<file path="config.mk">
export PLATFORM = sky130hd
export DESIGN_NAME = prbs9_bist
export DESIGN_NICKNAME = d
export VERILOG_FILES = /design/src/rtl/prbs_pkg.sv /design/src/rtl/prbs_lfsr.sv /design/src/rtl/prbs_tx_gen.sv /design/src/rtl/prbs_rx_chk.sv /design/src/rtl/prbs9_bist.sv
export SDC_FILE = /design/constraint.sdc
export NUM_CORES = 1
export LEC_CHECK = 0
export BUFFER_PORTS_ARGS = -buffer_cell sky130_fd_sc_hd__buf_2
export CORE_MARGIN = 2
export CORE_UTILIZATION = 35
export CTS_BUF_LIST = sky130_fd_sc_hd__clkbuf_4
export DETAILED_ROUTE_END_ITERATION = 12
export SYNTH_ARGS = -nofsm -noshare
export SYNTH_HDL_FRONTEND = slang
export SYNTH_HIERARCHICAL = 1
export SYNTH_SLANG_ARGS = --single-unit
</file>
<file path="constraint.sdc">
create_clock -name clk -period 2.25 [get_ports clk]
set_input_delay 0.45 -clock clk [delete_from_list [all_inputs] [get_ports clk]]
set_output_delay 0.45 -clock clk [all_outputs]
set_load 0.05 [all_outputs]
</file>
<file path="src/rtl/prbs_pkg.sv">
package prbs_pkg;
  localparam int unsigned PRBS_LEN = 9;
  localparam int unsigned PRBS_MID = 5;
  typedef enum logic {RX_FILL = 1'b0, RX_TRACK = 1'b1} rx_mode_e;
endpackage

</file>
<file path="src/rtl/prbs_lfsr.sv">
module prbs_lfsr #(
  parameter int unsigned LEN = prbs_pkg::PRBS_LEN,
  parameter int unsigned MID = prbs_pkg::PRBS_MID
) (
  input  logic           clk,
  input  logic           clr_n,
  input  logic           adv,
  input  logic           load_en,
  input  logic           load_bit,
  output logic [LEN-1:0] state,
  output logic           fb
);
  logic           in_bit;
  logic [LEN-1:0] nxt;

  // XNOR feedback keeps the all-zero state inside the sequence
  assign fb     = ~(state[MID-1] ^ state[LEN-1]);
  assign in_bit = load_en ? load_bit : fb;

  for (genvar k = 0; k < LEN; k++) begin : g_stage
    if (k == 0) begin : g_head
      assign nxt[k] = in_bit;
    end else begin : g_body
      assign nxt[k] = state[k-1];
    end
  end

  always_ff @(posedge clk or negedge clr_n) begin
    if (!clr_n)   state <= '0;
    else if (adv) state <= nxt;
  end

  a_r2_shift_chain: assert property (@(posedge clk) disable iff (!clr_n)
    adv |=> state[LEN-1:1] == $past(state[LEN-2:0]));
  a_r3_hold_idle: assert property (@(posedge clk) disable iff (!clr_n)
    !adv |=> $stable(state));
endmodule

</file>
<file path="src/rtl/prbs_tx_gen.sv">
module prbs_tx_gen #(
  parameter int unsigned LEN = prbs_pkg::PRBS_LEN,
  parameter int unsigned MID = prbs_pkg::PRBS_MID
) (
  input  logic           clk,
  input  logic           clr_n,
  input  logic           test_en,
  input  logic           tx_ready,
  output logic           tx_valid,
  output logic           tx_bit,
  output logic [LEN-1:0] taps
);
  logic adv;
  logic fb_unused;

  assign tx_valid = test_en;
  assign adv      = test_en & tx_ready;

  prbs_lfsr #(.LEN(LEN), .MID(MID)) u_reg (
    .clk(clk), .clr_n(clr_n), .adv(adv), .load_en(1'b0), .load_bit(1'b0),
    .state(taps), .fb(fb_unused)
  );

  assign tx_bit = taps[LEN-1];

  a_r4_no_lockup: assert property (@(posedge clk) disable iff (!clr_n)
    taps != '1);
  a_r3_stall_stable: assert property (@(posedge clk) disable iff (!clr_n)
    (tx_valid && !tx_ready) |=> $stable(tx_bit));
endmodule

</file>
<file path="src/rtl/prbs_rx_chk.sv">
module prbs_rx_chk #(
  parameter int unsigned LEN = prbs_pkg::PRBS_LEN,
  parameter int unsigned MID = prbs_pkg::PRBS_MID
) (
  input  logic clk,
  input  logic clr_n,
  input  logic test_en,
  input  logic rx_valid,
  input  logic rx_bit,
  output logic rx_ready,
  output logic rx_locked,
  output logic bit_err,
  output logic err_sticky
);
  import prbs_pkg::*;
  localparam int unsigned CW = $clog2(LEN + 1);

  rx_mode_e       mode;
  logic [CW-1:0]  fill_cnt;
  logic [LEN-1:0] ref_state;
  logic           predict;
  logic           take;
  logic           miss;

  assign rx_ready  = test_en;
  assign take      = rx_valid & test_en;
  assign rx_locked = (mode == RX_TRACK);
  assign miss      = take & rx_locked & (rx_bit != predict);

  prbs_lfsr #(.LEN(LEN), .MID(MID)) u_ref (
    .clk(clk), .clr_n(clr_n), .adv(take), .load_en(mode == RX_FILL),
    .load_bit(rx_bit), .state(ref_state), .fb(predict)
  );

  always_ff @(posedge clk or negedge clr_n) begin
    if (!clr_n) begin
      mode     <= RX_FILL;
      fill_cnt <= '0;
    end else if (take && mode == RX_FILL) begin
      fill_cnt <= fill_cnt + 1'b1;
      if (fill_cnt == CW'(LEN - 1)) mode <= RX_TRACK;
    end
  end

  always_ff @(posedge clk or negedge clr_n) begin
    if (!clr_n) begin
      bit_err    <= 1'b0;
      err_sticky <= 1'b0;
    end else begin
      bit_err    <= miss;
      err_sticky <= err_sticky | miss;
    end
  end

  a_r6_lock_holds: assert property (@(posedge clk) disable iff (!clr_n)
    rx_locked |=> rx_locked);
  a_r7_quiet_unlocked: assert property (@(posedge clk) disable iff (!clr_n)
    !rx_locked |=> !bit_err);
  a_r7_quiet_no_take: assert property (@(posedge clk) disable iff (!clr_n)
    !(rx_valid && rx_ready) |=> !bit_err);
  a_r9_sticky_holds: assert property (@(posedge clk) disable iff (!clr_n)
    err_sticky |=> err_sticky);
  a_r9_err_marks: assert property (@(posedge clk) disable iff (!clr_n)
    bit_err |-> err_sticky);
endmodule

</file>
<file path="src/rtl/prbs9_bist.sv">
module prbs9_bist #(
  parameter int unsigned LEN = prbs_pkg::PRBS_LEN,
  parameter int unsigned MID = prbs_pkg::PRBS_MID
) (
  input  logic           clk,
  input  logic           clr_n,
  input  logic           test_en,
  input  logic           tx_ready,
  output logic           tx_valid,
  output logic           tx_bit,
  output logic [LEN-1:0] tx_taps,
  input  logic           rx_valid,
  input  logic           rx_bit,
  output logic           rx_ready,
  output logic           rx_locked,
  output logic           bit_err,
  output logic           err_sticky
);
  prbs_tx_gen #(.LEN(LEN), .MID(MID)) u_tx (
    .clk(clk), .clr_n(clr_n), .test_en(test_en), .tx_ready(tx_ready),
    .tx_valid(tx_valid), .tx_bit(tx_bit), .taps(tx_taps)
  );

  prbs_rx_chk #(.LEN(LEN), .MID(MID)) u_rx (
    .clk(clk), .clr_n(clr_n), .test_en(test_en), .rx_valid(rx_valid),
    .rx_bit(rx_bit), .rx_ready(rx_ready), .rx_locked(rx_locked),
    .bit_err(bit_err), .err_sticky(err_sticky)
  );

  a_r1_clear_quiet: assert property (@(posedge clk) disable iff (!clr_n)
    $rose(clr_n) |-> (tx_taps == '0 && !rx_locked && !err_sticky));
endmodule

</file>
---- After elaboration in Yosys (flattened, before gate mapping) ----
Index checks and enable logic that the tools add are counted.
word-level totals
  register bits after elaboration ......... 25
  output and inout bits ................... 15
  word-level logic and storage cells ...... 22
  bits of input ports ..................... 6
cells by class
  eq/ne operators ......................... 2
  reduce and logical (&&, ||, !) cells .... 2
  $add $sub $neg .......................... 1
  muxes and demuxes ....................... 1
  bitwise logic cells ..................... 10
operators by type and width
  kind                                          number
  adder 4 x 1 -> 4 bit (second input constant)  1
  AND 1 bit                                     4
  equality test 4 bit (second input constant)   1
  inverter 1 bit                                3
  AND reduction 2 bit                           1
  bitwise XOR 1 bit                             2
  logical AND 1 bit                             1
  2-to-1 mux 1 bit                              1
  != test 1 bit                                 1
  OR 1 bit                                      1

---- Longest topological paths before layout ----
Gate-level depths: netlist (run 1).
  depth after elaboration ................. 5
  mapped depth ............................ 4
  mapped depth without buffers ............ 4

---- Cells and area by module ----
The synthesis (run 1) kept the hierarchy.
by module, submodules not included
  module       times used  cells each  area each (um2)  sequential area each (um2)
  prbs_lfsr    2           22          361.6            225.2
  prbs_rx_chk  1           28          346.6            175.2
  prbs_tx_gen  1           4           25.0             0.0

---- Worst setup path before layout (run 1) ----
Ideal clock, no wire load.
  path kind ............................... flip-flop to output port
  start ................................... register u_tx.u_reg.state[8]
  end ..................................... output tx_bit
  path buffers ............................ 1
  data required time ...................... 1800 ps
  slack ................................... 834 ps
  arrival ................................. 966 ps
  stages on the path, launching flop included .. 2
  cell sequence ........................... dfrtp_1 buf_4
RTL lines
  element                 line              text
  start, declared         prbs_lfsr.sv:10   output logic [LEN-1:0] state,
  start signal, assigned  prbs_lfsr.sv:30   else if (adv) state <= nxt;
  end, declared           prbs9_bist.sv:10  output logic tx_bit,
No word-level cell between the ends.

---- Worst setup path after layout (run 1) ----
  start ................................... register u_tx.u_reg.state[8]
  end ..................................... output tx_bit
No word-level cell between the ends.

==> results of run 1 <==
[routing by layer]
metal / vias up / share of wire (%) / global-route usage [%]
met5: - / 0 / 0
met4: 0 / 0 / 1.905
met3: 0 / 6.3 / 4.545
met2: 17 / 54 / 21.58
met1: 302 / 40 / 11.35
li1: 287 / - / -
[cells in the mapped netlist (2+ instances only)]
cell type | number | area share, %
dfrtp_1 | 25 | 57
mux2_2 | 16 | 16
buf_4 | 3 | 2.1
buf_6 | 3 | 3.1
inv_1 | 3 | 1.0
xnor2_2 | 3 | 4.5
a21oi_1 | 2 | 0.91
ha_1 | 2 | 2.3
mux2i_1 | 2 | 1.8
nand2_1 | 2 | 0.69
nor2_1 | 2 | 0.69
xnor2_1 | 2 | 1.6
[per-stage QoR]
step / hold WS, ns / instances / cell area (sq um) / total power, mW / util (%)
after floorplan: 0.1544 / 77 / 1099 / 1.301 / -
after global placement: 0.4507 / 124 / 1184 / 1.432 / 39.42
after detailed placement: 0.4572 / 124 / 1184 / 1.454 / 39.42
after CTS: 0.1030 / 128 / 1211 / 1.653 / 40.33
after global routing: 0.1197 / 128 / 1211 / 1.738 / 40.33
final: 0.09348 / 128 / 1211 / 1.621 / 40.33
[worst register-to-register path: cells and delay by family (launching register included)]
family / cells / cell delay, ns
flops: 1 / 0.43
xor+xnor: 2 / 0.32
simple gates: 2 / 0.39
[final timing paths]
path	from	to	slack, ns	depth (start not counted)
worst max-delay path	u_tx/u_reg/state[8]$_DFFE_PN0P_	tx_bit	0.75	1
worst min-delay path	clr_n	u_tx/u_reg/state[1]$_DFFE_PN0P_	0.09	1
worst max register to register	u_rx/u_ref/state[8]$_DFFE_PN0P_	u_rx/err_sticky$_DFF_PN0_	1.02	4
worst min register to register	u_rx/err_sticky$_DFF_PN0_	u_rx/err_sticky$_DFF_PN0_	0.49	1
max in group asynchronous	clr_n	u_rx/u_ref/state[3]$_DFFE_PN0P_	1.79	1
min in group clk	u_rx/err_sticky$_DFF_PN0_	u_rx/err_sticky$_DFF_PN0_	0.49	1
[cell type report]
| type | count | area, sq um | share of cell area [%] |
|---|---|---|---|
| clock buffers | 3 | 22.52 | 1.860 |
| inverters | 3 | 11.26 | 0.9298 |
| flip-flops and latches | 25 | 625.6 | 51.65 |
| repair buffers | 20 | 100.1 | 8.264 |
| well taps | 33 | 41.29 | 3.409 |
| multi-input cells | 43 | 405.4 | 33.47 |
| clock inverters | 1 | 5.005 | 0.4132 |
[registers in the layout (all words and copies together) (netlist names)]
| name | count |
|---|---|
| u_rx/bit_err | 1 |
| u_rx/err_sticky | 1 |
| u_rx/fill_cnt | 4 |
| u_rx/rx_locked | 1 |
| u_rx/u_ref/state | 9 |
| u_tx/u_reg/state | 9 |
[cell families (layout without fill, tap and decap cells)]
group | Yosys count | count (layout) | synth area share [%]
flops | 25 | 25 | 57.14
mux | 18 | 18 | 18.29
simple gates | 11 | 11 | 7.087
buf+inv | 9 | 27 | 6.171
xor+xnor | 6 | 6 | 6.858
compound gates | 4 | 4 | 1.828
fa+ha+maj | 2 | 2 | 2.285
other cells | 1 | 2 | 0.3425
[cell usage in the layout, fill, tap and decap left out, drive strengths merged, types with 2 or more instances in the layout]
master	Yosys	final
inv	3	3
and2	2	2
conb	1	2
mux2i	2	2
nor2	2	2
ha	2	2
clkbuf	0	3
dfrtp	25	25
nand2	2	2
o21ai	2	2
buf	6	20
a21oi	2	2
xnor2	5	5
mux2	16	16
[power breakdown]
part / switching (mW) / internal, mW
Sequential: 0.115 / 0.610
Clock: 0.125 / 0.0664
Combinational: 0.458 / 0.245
==> results.json, run 1 <==
{
  "critical-path-top-delay-family": "flip-flops",
  "status": "completed",
  "vias": 606,
  "grt_pass1_wl_um": 2960,
  "cp.required_ns": 1.80,
  "synth_async_sr_flop_share_pct": 100.0,
  "cts_htree_levels": 1,
  "crit_path_start_kind": "flop",
  "hold_viol": 0,
  "fin_crit_ns": 1.497,
  "cts_resized": 0,
  "n_fill_cell": 310,
  "dp_worst_setup_slack_ns": 0.7898,
  "area_growth_pct": 10.63,
  "drtIter0Drc": 10,
  "leakage_nw": 0.5442,
  "grt_max_degree": 26,
  "dp_hpwl_um": 1200,
  "clk_path_buf_depth": 2,
  "finalSetupViolCount": 0,
  "viasPerCell": 4.734,
  "grt_pass1_vias": 667,
  "power_density_nw_per_um2": 1338,
  "clk_latency_ns": 0.31,
  "rows": 20,
  "crit_arrival_ns": 1.05,
  "antenna_found_initial": 0,
  "io_buffers": 20,
  "cp_max_fo": 4,
  "drt_wl_total_um": 1579,
  "tightest_slew_ns": 0.5381,
  "grt_remaining_overflow": 0,
  "max-vdd-ir-drop_mv": 0.6587,
  "max_stage_delay_ns": 0.44,
  "cts-root-buf": "clkbuf_4",
  "place_congestion": 0.6767,
  "initial_core_util_pct": 36.46,
  "rsz0062_at_grt": "false",
  "crit_chain": "buf_2",
  "relSlewSlack_pct": 64.12,
  "die_w_um": 59.93,
  "post_cts_buffers": 0,
  "synth-seq-cells": 25,
  "cts_tree": "built",
  "avgSynthCellArea_sq_um": 14.41,
  "drc_errors": 0,
  "boundaryPins": 21,
  "maxCapViolCount": 0,
  "synth_area_sq_um": 1095,
  "nets": 104,
  "dieArea_sq_um": 3592,
  "path_class": "flop to output pin",
  "final_max_slew_viol_count": 0,
  "grtUsageTotal_pct": 11.24,
  "min_path_type": "primary input to asynchronous set/reset pin",
  "tritoncts.num_buffers": 3,
  "cp_num_buf_inv": 1,
  "drive_above_1_share_pct": 47.37,
  "setup_ws_ns": 0.7528,
  "tns_ns": 0,
  "n_antenna_cell": 0,
  "yosysWarnings": 6,
  "cpMaxStageDelayCell": "dfrtp_1",
  "drt_pass1_iterations": 2,
  "critPathCaptureType": "output pin",
  "antenna_left": 0,
  "cts_hold_buf": 0,
  "synthCells": 76,
  "synth-edff-count": 0,
  "coreArea_sq_um": 3003,
  "fmax_mhz": 667.9,
  "ys.flop_type": "dfrtp_1",
  "synth_cell_type_count": 23,
  "wire_per_inst_um": 12.34,
  "die_y_um": 59.93,
  "cts.clk_slew.worst_paths_ns": 0.13,
  "clock_sinks": 25,
  "yosysSeqAreaShare_pct": 57.14,
  "skew_ns": 0.009855,
  "period_share_pct": 66.54
}
(Power assumes the default switching activity.)
==> run 2, diff against run 1 <==
- ABC_AREA: default -> 1
- clock period: 2.25 -> 1.53 ns (I/O delays scaled with it)
==> results.json, run 2 <==
{
  "rsz0062_at_grt": "false",
  "crit_chain": "buf_2",
  "grt_pass1_wl_um": 3408,
  "placed_cell_area_sq_um": 1231,
  "viasPerCell": 4.377,
  "antenna_left": 0,
  "critPathCaptureType": "output pin",
  "fin_crit_ns": 1.410,
  "path_class": "flop to output pin",
  "tightest_slew_ns": 0.5537,
  "io_buffers": 20,
  "drt_pass1_iterations": 4,
  "maxCapViolCount": 0,
  "period_share_pct": 92.18,
  "final_max_slew_viol_count": 0,
  "instances_no_fill": 191,
  "drt_wl_total_um": 1962,
  "wire_per_inst_um": 10.27,
  "status": "completed",
  "cp_max_fo": 5,
  "coreArea_sq_um": 3053,
  "initial_core_util_pct": 36.60,
  "leakage_nw": 0.6509,
  "grt_remaining_overflow": 0,
  "synthCells": 126,
  "cts.clk_slew.worst_paths_ns": 0.14,
  "cp.required_ns": 1.22,
  "power_density_nw_per_um2": 1265,
  "min_path_type": "primary input to flop",
  "tritoncts.num_buffers": 3,
  "grt_pass1_vias": 785,
  "cts_resized": 0,
  "max_stage_delay_ns": 0.48,
  "nets": 156,
  "largest_registers": "u_rx/u_ref/state (9), u_tx/u_reg/state (9), u_rx/fill_cnt (4)",
  "place_congestion": 0.7313,
  "dieArea_sq_um": 3660,
  "grt_max_degree": 26,
  "critical-path-top-delay-family": "flip-flops",
  "max-vdd-ir-drop_mv": 0.5469,
  "avgSynthCellArea_sq_um": 8.868,
  "n_antenna_cell": 0,
  "clock_sinks": 25,
  "final_common_cell": "nand2_1",
  "die_w_um": 60.50,
  "clk_path_buf_depth": 2,
  "p_total_mw": 1.608,
  "rows": 20,
  "dp_hpwl_um": 1437,
  "postLayoutCellArea_sq_um": 1271,
  "crit_arrival_ns": 1.10,
  "synth_area_sq_um": 1117,
  "grtUsageTotal_pct": 12.52,
  "cpMaxStageDelayCell": "dfrtp_1",
  "yosysWarnings": 6,
  "cts_tree": "built",
  "fmax_mhz": 709.1,
  "vias": 836,
  "drive_above_1_share_pct": 20.41,
  "most-common-layout-cells": "nand2_1, dfrtp_1, buf_2, inv_1, o21ai_0",
  "cp_num_buf_inv": 1,
  "finalSetupViolCount": 0,
  "cts-root-buf": "clkbuf_4",
  "boundaryPins": 21,
  "clk_latency_ns": 0.32,
  "antenna_found_initial": 0,
  "drtIter0Drc": 35,
  "dp_cells": 186,
  "crit_path_start_kind": "flop",
  "skew_ns": 0.01164,
  "tns_ns": 0,
  "area_growth_pct": 13.77,
  "hold_viol": 0,
  "drc_errors": 0,
  "relSlewSlack_pct": 63.09,
  "die_y_um": 60.50,
  "cts_htree_levels": 1
}
run 2: area by class of cell:
class,count,area [sq um]
fillers,309,1782
flip-flops and latches,25,625.6
multi-input cells,78,369.1
repair buffers,21,110.1
inverters,19,81.33
well taps,44,55.05
clock buffers,3,22.52
clock inverters,1,7.507
run 2: per-layer routing:
| metal | vias to the layer above | wire [um] | track usage [%] |
|---|---|---|---|
| met1 | 387 | 1013 | 16.78 |
| met5 | - | 0 | 0 |
| met3 | 5 | 82 | 3.838 |
| met4 | 0 | 29 | 4.658 |
| met2 | 22 | 837 | 19.25 |
| li1 | 422 | - | - |
run 2: report_power, final:
group | internal (mW) | switching, mW
combinational | 0.113 | 0.362
clock | 0.0999 | 0.199
sequential | 0.767 | 0.0666
total | 0.980 | 0.628
run 2: timing repair:
action	CTS	global route
hold buffers	1	0
buffers inserted	0	0
endpoints found under the hold margin	25	0
run 2: per-stage QoR:
stage / hold slack, ns / util, % / worst slack [ns]
floorplan: 0.01041 / - / 0.3033
global placement: 0.3262 / 40.33 / 0.4117
detailed placement: 0.3302 / 40.33 / 0.3837
CTS: 0.2852 / 41.64 / 0.09110
global route: 0.2995 / 41.64 / 0.04188
finish: 0.3011 / 41.64 / 0.1197
run 2: final timing paths:
| path | endpoint | start | slack [ns] | depth (start not counted) |
|---|---|---|---|---|
| worst min register to register | u_rx/u_ref/state[1]$_DFFE_PN0P_ | u_rx/u_ref/state[1]$_DFFE_PN0P_ | 0.49 | 2 |
| worst min-delay path | u_rx/bit_err$_DFF_PN0_ | rx_bit | 0.30 | 3 |
| min in group asynchronous | u_tx/u_reg/state[0]$_DFFE_PN0P_ | clr_n | 0.49 | 2 |
| worst max register to register | u_rx/fill_cnt[1]$_DFFE_PN0P_ | u_rx/fill_cnt[0]$_DFFE_PN0P_ | 0.50 | 4 |
| worst max-delay path | rx_locked | u_rx/rx_locked$_DFFE_PN0P_ | 0.12 | 1 |
| max in group asynchronous | u_rx/bit_err$_DFF_PN0_ | clr_n | 0.66 | 2 |
==> run 3, diff against run 2 <==
- CORE_UTILIZATION: 35 -> 38
- SYNTH_HIERARCHICAL: 1 -> default
==> results.json, run 3 <==
{
  "synth-seq-cells": 25,
  "synthTopCellsByCount": "nand2_1, dfrtp_1, nand3_1",
  "avgSynthCellArea_sq_um": 9.003,
  "drtIter0Drc": 30,
  "fmax_mhz": 727.1,
  "syn-num-nets": 131,
  "grt_remaining_overflow": 0,
  "cts_resized": 0,
  "drt_wl_total_um": 1983,
  "synth_top_family_by_area": "simple AND/OR/NAND/NOR gates",
  "maxCapViolCount": 0,
  "postLayoutCellArea_sq_um": 1231,
  "critPathCaptureType": "output pin",
  "die_w_um": 57.98,
  "cp.required_ns": 1.22,
  "skew_ns": 0.007961,
  "antenna_found_initial": 0,
  "grtUsageTotal_pct": 13.99,
  "cts-root-buf": "clkbuf_4",
  "synth_most_common_cell": "nand2_1",
  "placed_cell_area_sq_um": 1194,
  "clk_path_buf_depth": 2,
  "final_max_slew_viol_count": 0,
  "place_congestion": 0.7967,
  "synth_fa_ha_area_share_pct": 2.260,
  "final_common_cell": "nand2_1",
  "largest_registers": "u_rx.u_ref.state (9), u_tx.u_reg.state (9), u_rx.fill_cnt (4)",
  "yosysSeqAreaShare_pct": 56.50,
  "viasPerCell": 4.798,
  "yosysTopAreaCell": "dfrtp_1",
  "grt_pass1_wl_um": 3588,
  "antenna_left": 0,
  "grt_max_degree": 26,
  "cts.clk_slew.worst_paths_ns": 0.14,
  "boundaryPins": 21,
  "crit_arrival_ns": 1.07,
  "relSlewSlack_pct": 63.68,
  "clk_latency_ns": 0.31,
  "synth-edff-count": 0,
  "fin_crit_ns": 1.375,
  "synth_async_sr_flop_share_pct": 100.0,
  "yosysWarnings": 0,
  "cts_tree": "built",
  "dp_worst_setup_slack_ns": 0.4034,
  "io_buffers": 20,
  "most-common-layout-cells": "nand2_1, dfrtp_1, buf_2, nand3_1, inv_1",
  "setup_ws_ns": 0.1547,
  "cp_num_buf_inv": 1,
  "tns_ns": 0,
  "dp_hpwl_um": 1429,
  "coreArea_sq_um": 2758,
  "critical-path-top-delay-family": "flip-flops",
  "p_total_mw": 1.642,
  "dp_cells": 168,
  "synth_xor_area_share_pct": 1.582,
  "n_antenna_cell": 0,
  "path_class": "flop to output pin",
  "synth.area.top_cells": "dfrtp_1, nand2_1, nand3_1",
  "crit_path_start_kind": "flop",
  "cts_htree_levels": 1,
  "muxShareOfSynthArea_pct": 0,
  "initial_core_util_pct": 40.15,
  "synth_compound_area_share_pct": 4.746,
  "hold_viol": 0,
  "clock_sinks": 25,
  "finalSetupViolCount": 0,
  "synth_area_sq_um": 1107,
  "nets": 151,
  "fin_util_pct": 44.65,
  "min_path_type": "primary input to flop",
  "holdWs_ns": 0.2516,
  "synthCells": 123,
  "synth-simple-area-share_pct": 26.10,
  "rsz0062_at_grt": "false",
  "tightest_slew_ns": 0.5447,
  "status": "completed",
  "instances_no_fill": 173,
  "tritoncts.num_buffers": 3,
  "grt_pass1_vias": 849,
  "rows": 19,
  "cpMaxStageDelayCell": "dfrtp_1",
  "dieArea_sq_um": 3362,
  "max_stage_delay_ns": 0.45,
  "drc_errors": 0,
  "max-vdd-ir-drop_mv": 0.6954,
  "wire_per_inst_um": 11.46,
  "period_share_pct": 89.89,
  "ys.flop_type": "dfrtp_1",
  "area_growth_pct": 11.19,
  "crit_chain": "buf_2",
  "leakage_nw": 0.6838,
  "vias": 830,
  "cp_max_fo": 4,
  "post_cts_buffers": 0,
  "drive_above_1_share_pct": 21.13,
  "drt_pass1_iterations": 4,
  "synth_cell_type_count": 18,
  "die_y_um": 57.98,
  "synth.top_cell.area_share_pct": 56.50,
  "power_density_nw_per_um2": 1334
}
[run 3: path summary, 6_finish.rpt]
path                       slack [ns]                              end                            start  depth (start not counted)
min                              0.25  u_rx.u_ref.state[0]$_DFFE_PN0N_                           rx_bit                          3
min reg2reg                      0.48  u_rx.u_ref.state[3]$_DFFE_PN0N_  u_rx.u_ref.state[2]$_DFFE_PN0N_                          2
max                              0.15                        rx_locked       u_rx.rx_locked$_DFFE_PN0P_                          1
max in group asynchronous        0.68     u_rx.fill_cnt[1]$_DFFE_PN0P_                            clr_n                          2
min in group asynchronous        0.49  u_tx.u_reg.state[8]$_DFFE_PN0P_                            clr_n                          2
max reg2reg                      0.46     u_rx.fill_cnt[1]$_DFFE_PN0P_     u_rx.fill_cnt[0]$_DFFE_PN0P_                          4
[run 3: layer usage]
layer	track usage [%]	up-vias	part of all wire, %
li1	-	420	-
met1	18.71	389	49
met2	22.56	19	46
met3	2.902	2	4.4
met4	4.983	0	0.96
met5	0	-	0
[run 3: what timing repair did]
item,CTS,global route
hold buffers,1,0
hold endpoints to repair,25,0
endpoints found under the setup margin,0,0
[run 3: area by class of cell]
cell class | instances | area [sq um]
fill | 276 | 1526
sequential | 25 | 625.6
multi-input combinational | 80 | 384.1
timing repair buffer | 21 | 110.1
inverter | 12 | 45.04
tap | 31 | 38.79
clock buffer | 3 | 22.52
clock inverter | 1 | 5.005
[run 3: cells by family (layout without fill, tap and decap cells)]
family | after synthesis | in the layout
compound gates | 9 | 9
buf+inv | 18 | 37
simple gates | 67 | 67
fa+ha+maj | 2 | 2
xor+xnor | 2 | 2
flops | 25 | 25
[run 3: power by group]
| part | total (mW) | leakage (nW) | internal, mW | switching, mW |
|---|---|---|---|---|
| Combinational | 0.499 | 0.354 | 0.119 | 0.379 |
| Clock | 0.293 | 0.0177 | 0.0977 | 0.195 |
| Sequential | 0.850 | 0.313 | 0.770 | 0.0798 |
